File: src/rtl/boot_cfg_pkg.sv
package boot_cfg_pkg;

  typedef enum logic [1:0] {
    BOOT_FLASH     = 2'b00,
    BOOT_SERIAL    = 2'b01,
    BOOT_EXT_NOARB = 2'b10,
    BOOT_EXT_ARB   = 2'b11
  } boot_mode_e;

  localparam int FLAG_W = 4;

  function automatic logic [FLAG_W-1:0] mode_to_flags(boot_mode_e m);
    logic [FLAG_W-1:0] f;
    f = '0;
    case (m)
      BOOT_FLASH:     f[0] = 1'b1;
      BOOT_SERIAL:    f[1] = 1'b1;
      BOOT_EXT_NOARB: f[2] = 1'b1;
      default:        f[3] = 1'b1;
    endcase
    return f;
  endfunction

endpackage

File: src/rtl/cfg_sync.sv
module cfg_sync #(
  parameter int W      = 3,
  parameter int STAGES = 2
) (
  input  logic         clk,
  input  logic         por_n,
  input  logic [W-1:0] d_async,
  output logic [W-1:0] q_sync
);
  logic [W-1:0] stage [STAGES];

  generate
    for (genvar s = 0; s < STAGES; s++) begin : g_stage
      if (s == 0) begin : g_first
        always_ff @(posedge clk or negedge por_n) begin
          if (!por_n) stage[s] <= '0;
          else        stage[s] <= d_async;
        end
      end else begin : g_next
        always_ff @(posedge clk or negedge por_n) begin
          if (!por_n) stage[s] <= '0;
          else        stage[s] <= stage[s-1];
        end
      end
    end
  endgenerate

  assign q_sync = stage[STAGES-1];
endmodule

File: src/rtl/rst_phase_seq.sv
module rst_phase_seq #(
  parameter int RST_CYCLES  = 16,
  parameter int SAMPLE_LEAD = 4
) (
  input  logic clk,
  input  logic por_n,
  input  logic ext_req,
  input  logic sw_req,
  output logic rst_active,
  output logic hw_phase,
  output logic phase_start,
  output logic sample_stb,
  output logic release_stb
);
  localparam int CW = $clog2(RST_CYCLES);
  localparam logic [CW-1:0] LOAD = CW'(RST_CYCLES - 1);
  localparam logic [CW-1:0] STB  = CW'(SAMPLE_LEAD);

  logic [CW-1:0] cnt;
  logic          active;
  logic          kind_hw;

  assign phase_start = ext_req | sw_req;

  always_ff @(posedge clk or negedge por_n) begin
    if (!por_n) begin
      active  <= 1'b1;
      cnt     <= LOAD;
      kind_hw <= 1'b1;
    end else if (phase_start) begin
      active  <= 1'b1;
      cnt     <= LOAD;
      kind_hw <= ext_req | (active & kind_hw);
    end else if (active) begin
      if (cnt == '0) active <= 1'b0;
      else           cnt    <= cnt - 1'b1;
    end
  end

  assign rst_active  = active;
  assign hw_phase    = kind_hw;
  assign sample_stb  = active & (cnt == STB) & ~phase_start;
  assign release_stb = active & (cnt == '0)  & ~phase_start;
endmodule

File: src/rtl/boot_mode_latch.sv
module boot_mode_latch
  import boot_cfg_pkg::*;
(
  input  logic              clk,
  input  logic              por_n,
  input  logic              phase_start,
  input  logic              sample_stb,
  input  logic              release_stb,
  input  logic              hw_phase,
  input  logic              en_s,
  input  logic [1:0]        pins_s,
  output boot_mode_e        mode,
  output logic [FLAG_W-1:0] flags
);
  always_ff @(posedge clk or negedge por_n) begin
    if (!por_n) begin
      mode <= BOOT_FLASH;
    end else if (sample_stb && hw_phase) begin
      mode <= en_s ? boot_mode_e'(pins_s) : BOOT_FLASH;
    end
  end

  always_ff @(posedge clk or negedge por_n) begin
    if (!por_n)           flags <= '0;
    else if (phase_start) flags <= '0;
    else if (release_stb) flags <= mode_to_flags(mode);
  end
endmodule

File: src/rtl/boot_cfg_sampler.sv
module boot_cfg_sampler
  import boot_cfg_pkg::*;
#(
  parameter int RST_CYCLES  = 16,
  parameter int SAMPLE_LEAD = 4,
  parameter int SYNC_STAGES = 2
) (
  input  logic              clk,
  input  logic              por_n,
  input  logic              ext_rst_req,
  input  logic              sw_rst_req,
  input  logic              cfg_en,
  input  logic [1:0]        cfg_pins,
  output logic              rst_out,
  output logic [1:0]        boot_mode,
  output logic [FLAG_W-1:0] boot_flags
);
  logic       active, hw_phase, phase_start, sample_stb, release_stb;
  logic [2:0] cfg_s;
  boot_mode_e mode;

  cfg_sync #(.W(3), .STAGES(SYNC_STAGES)) u_sync (
    .clk     (clk),
    .por_n   (por_n),
    .d_async ({cfg_en, cfg_pins}),
    .q_sync  (cfg_s)
  );

  rst_phase_seq #(.RST_CYCLES(RST_CYCLES), .SAMPLE_LEAD(SAMPLE_LEAD)) u_seq (
    .clk         (clk),
    .por_n       (por_n),
    .ext_req     (ext_rst_req),
    .sw_req      (sw_rst_req),
    .rst_active  (active),
    .hw_phase    (hw_phase),
    .phase_start (phase_start),
    .sample_stb  (sample_stb),
    .release_stb (release_stb)
  );

  boot_mode_latch u_latch (
    .clk         (clk),
    .por_n       (por_n),
    .phase_start (phase_start),
    .sample_stb  (sample_stb),
    .release_stb (release_stb),
    .hw_phase    (hw_phase),
    .en_s        (cfg_s[2]),
    .pins_s      (cfg_s[1:0]),
    .mode        (mode),
    .flags       (boot_flags)
  );

  assign rst_out   = active;
  assign boot_mode = mode;
endmodule

File: config.mk
export PLATFORM = sky130hd
export DESIGN_NAME = boot_cfg_sampler
export DESIGN_NICKNAME = d
export VERILOG_FILES = /design/src/rtl/boot_cfg_pkg.sv /design/src/rtl/cfg_sync.sv /design/src/rtl/rst_phase_seq.sv /design/src/rtl/boot_mode_latch.sv /design/src/rtl/boot_cfg_sampler.sv
export SDC_FILE = /design/constraint.sdc
export NUM_CORES = 1
export LEC_CHECK = 0
export ABC_AREA = 1
export BUFFER_PORTS_ARGS = -buffer_cell sky130_fd_sc_hd__buf_4
export CAP_MARGIN = 20
export CORE_MARGIN = 4
export CORE_UTILIZATION = 45
export CTS_CLUSTER_DIAMETER = 200
export DETAILED_ROUTE_END_ITERATION = 6
export PLACE_DENSITY = 0.66
export SLEW_MARGIN = 10
export SYNTH_ARGS = -nofsm -noshare
export SYNTH_HDL_FRONTEND = slang
export SYNTH_HIERARCHICAL = 1
export SYNTH_SLANG_ARGS = --single-unit
File: constraint.sdc
create_clock -name clk -period 1.7 [get_ports clk]
set_input_delay 0.17 -clock clk [delete_from_list [all_inputs] [get_ports clk]]
set_output_delay 0.17 -clock clk [all_outputs]
set_load 0.1 [all_outputs]
==> metrics.txt <==
status finished, final reports clean; RSZ-0062 raised after global routing false; Via density 4.83; buffers added on ports 13; Synth top area share 0.380; CP max stage cell dfstp_2; Hold Path Depth 4; crit path max fanout 5; total setup buffers inserted after CTS 0; number of enable flip-flop cells after synthesis 0; Least-Margin Pin Slew 0.324 ns; CP Capture Type flip-flop; clk_lat worst skew 0.29 ns; largest net degree at the start of global routing 19; Synth Area per Inst 9.64 um2; GRT Util Overall 0.129; Initial DRC Count 0; Sink Count 18; min Tclk post-route 1.45 ns; routed len/inst 11.3 um; WP buf/inv 1; detailed-route via count 560; Crit Path Category flip-flop to flip-flop; final cycle utilization of the critical path 0.851; area delta synth->final 22.8%; Reg2Reg Depth 7; Final Net Count 110; cell mode on critical path nand2_1; Hold Crit Class input pin to flip-flop; total wire length 1310 um; clk root buf clkbuf_4; residual DRC count 0; Slew Viols, Final 0; htree depth 1; Max-slew headroom 0.783; Main synth FF type dfrtp_1; final clock skew 0.0127 ns; fraction of layout cells with a size suffix above 1 0.320; most numerous cell in the Yosys netlist nand2_1; Die H 49.9 um; worst hold margin 0.166 ns; Yosys reg bits 18; crit path launch type flip-flop; Crit path max-delay family simple AND/OR/NAND/NOR gates; leakage 0.531 nW; area post-placement 890 um2; area leader, netlist dfrtp_1; clk buf depth 2; TNS Setup 0 ns; commonest cells in the netlist nand2_1, dfrtp_1, inv_1, nand3_1, dfstp_2; Post-Syn Instances 82; Core ar. 1580 um2; Design Area, Final 971 um2; Worst Hold Path EP u_seq/hw_phase$_DFFE_PN1N_; gr ovfl total 0; Starting Density 0.502; full die area 2490 um2; FF-to-FF Start u_seq/cnt[0]$_DFFE_PN1P_; die width 49.9 um; clock-pin slew on the worst setup and hold paths 0.11 ns; GPL Wtd Cong 0.830; asr flop ratio synth 1.00; io pins 14; CTS tree done; HP Start sw_rst_req; ANT nets after route 0; row cnt 14; global-route wire length before repair 2390 um; CTS Buf Count 3; initial antenna violation count 0; Yosys warnings 6; maxcap violations 0; f_max 691 MHz; post-synthesis cell type count 20; peak supply drop 0.493 mV; TritonRoute pass-1 iters 1; max incr delay on CP 0.39 ns; detailed placement HPWL 1010 um; FF-to-FF End u_latch/flags[3]$_DFFE_PN0P_; Synth area leaders dfrtp_1, dfstp_2, nand2_1; pwr/cell area 784 nW/um2; worst path cell trace inv_1 > ha_1 > nand3_2 > nor3_2 > nor2_2 > nand2_1 > nand2_1; Fin. Hold Viols 0; # setup viols final 0; Worst Path Arrival 1.63 ns; vias in the first global route 564; r2r setup slk 0.25 ns; Synth Cell Area 791 um2; register area share after synthesis 0.579; Mapped Nets 91; diode count 0; worst path required time 1.88 ns
-- layout by cell type, fill, tap and decap left out, types with 3 or more instances in the layout --
cell type      count
nand2_1           25
buf_4             13
dfrtp_1           12
inv_1              7
nand3_1            7
dfstp_2            5
dlygate4sd3_1      4
clkbuf_4           3
o21ai_0            3
-- flip-flops by register name, summed over array words and instances (netlist names) --
name              flops
u_latch/flags         4
u_sync/stage          3
u_seq/rst_active      1
u_latch/mode          2
u_seq/cnt             4
u_seq/hw_phase        1
u_sync/q_sync         3
-- worst min-delay path, stage by stage --
cell,delay (ns)
buf_4,0.11
nor2_8,0.05
nand2_1,0.05
o21ai_0,0.08
-- repair_timing --
| item | 4_1_cts | 5_1_grt |
|---|---|---|
| gates resized for setup | 0 | 1 |
| endpoints found under the setup margin | 0 | 4 |
| hold endpoints to repair | 21 | 0 |
| hold buffers | 4 | 0 |
-- cell families (layout without fill, tap and decap cells) --
family,after synthesis,after routing,synth area share
AND/OR/NAND/NOR,43,43,0.269
flip-flops,18,18,0.579
buffers and inverters,12,30,0.0712
AO/OA/AOI/OAI,7,7,0.0490
adder cells (fa/ha/maj),2,2,0.0316
-- report_power, final --
part	switching [mW]	leakage (nW)	internal, mW	total, mW
registers	0.00474	0.217	0.443	0.448
logic	0.0289	0.293	0.0231	0.0520
clock network	0.131	0.0210	0.130	0.261
-- stage by stage --
stage / total power [mW] / std cells / setup WS (ns) / util
floorplan: 0.480 / 82 / 0.0741 / -
global placement: 0.500 / 108 / 0.193 / 0.564
detailed placement: 0.502 / 108 / 0.106 / 0.564
CTS: 0.770 / 116 / 0.0727 / 0.613
global route: 0.804 / 116 / 0.162 / 0.616
finish: 0.761 / 116 / 0.254 / 0.616
-- area by class of cell --
class | instances | area, um2
fill | 127 | 606
sequential | 18 | 462
multi-input combinational | 52 | 282
timing repair buffer | 17 | 138
clock buffer | 4 | 36.3
inverter | 9 | 33.8
tap | 16 | 20.0
-- how the worst max path moves through the flow --
stage	start	end	slack, ns	cells after the start
final	u_seq/cnt[0]$_DFFE_PN1P_	u_latch/flags[3]$_DFFE_PN0P_	0.25	7
after floorplan	u_seq/rst_active$_DFF_PN1_	u_latch/flags[2]$_DFFE_PN0P_	0.07	5
after CTS	u_seq/cnt[0]$_DFFE_PN1P_	u_latch/flags[3]$_DFFE_PN0P_	0.07	7
after global routing	u_seq/cnt[0]$_DFFE_PN1P_	u_latch/flags[0]$_DFFE_PN0P_	0.16	7
after detailed placement	u_seq/cnt[0]$_DFFE_PN1P_	u_latch/flags[3]$_DFFE_PN0P_	0.11	7
after global placement	u_seq/cnt[0]$_DFFE_PN1P_	u_latch/flags[3]$_DFFE_PN0P_	0.19	7
-- routing by layer --
layer  vias to the layer above  GRT usage  part of all wire
met5                         -          0                 0
met1                       251      0.156              0.45
met2                        13      0.211              0.49
met3                         2     0.0331             0.053
met4                         0     0.0599            0.0061
li1                        294          -                 -
Power figures use the tool's default switching activity.
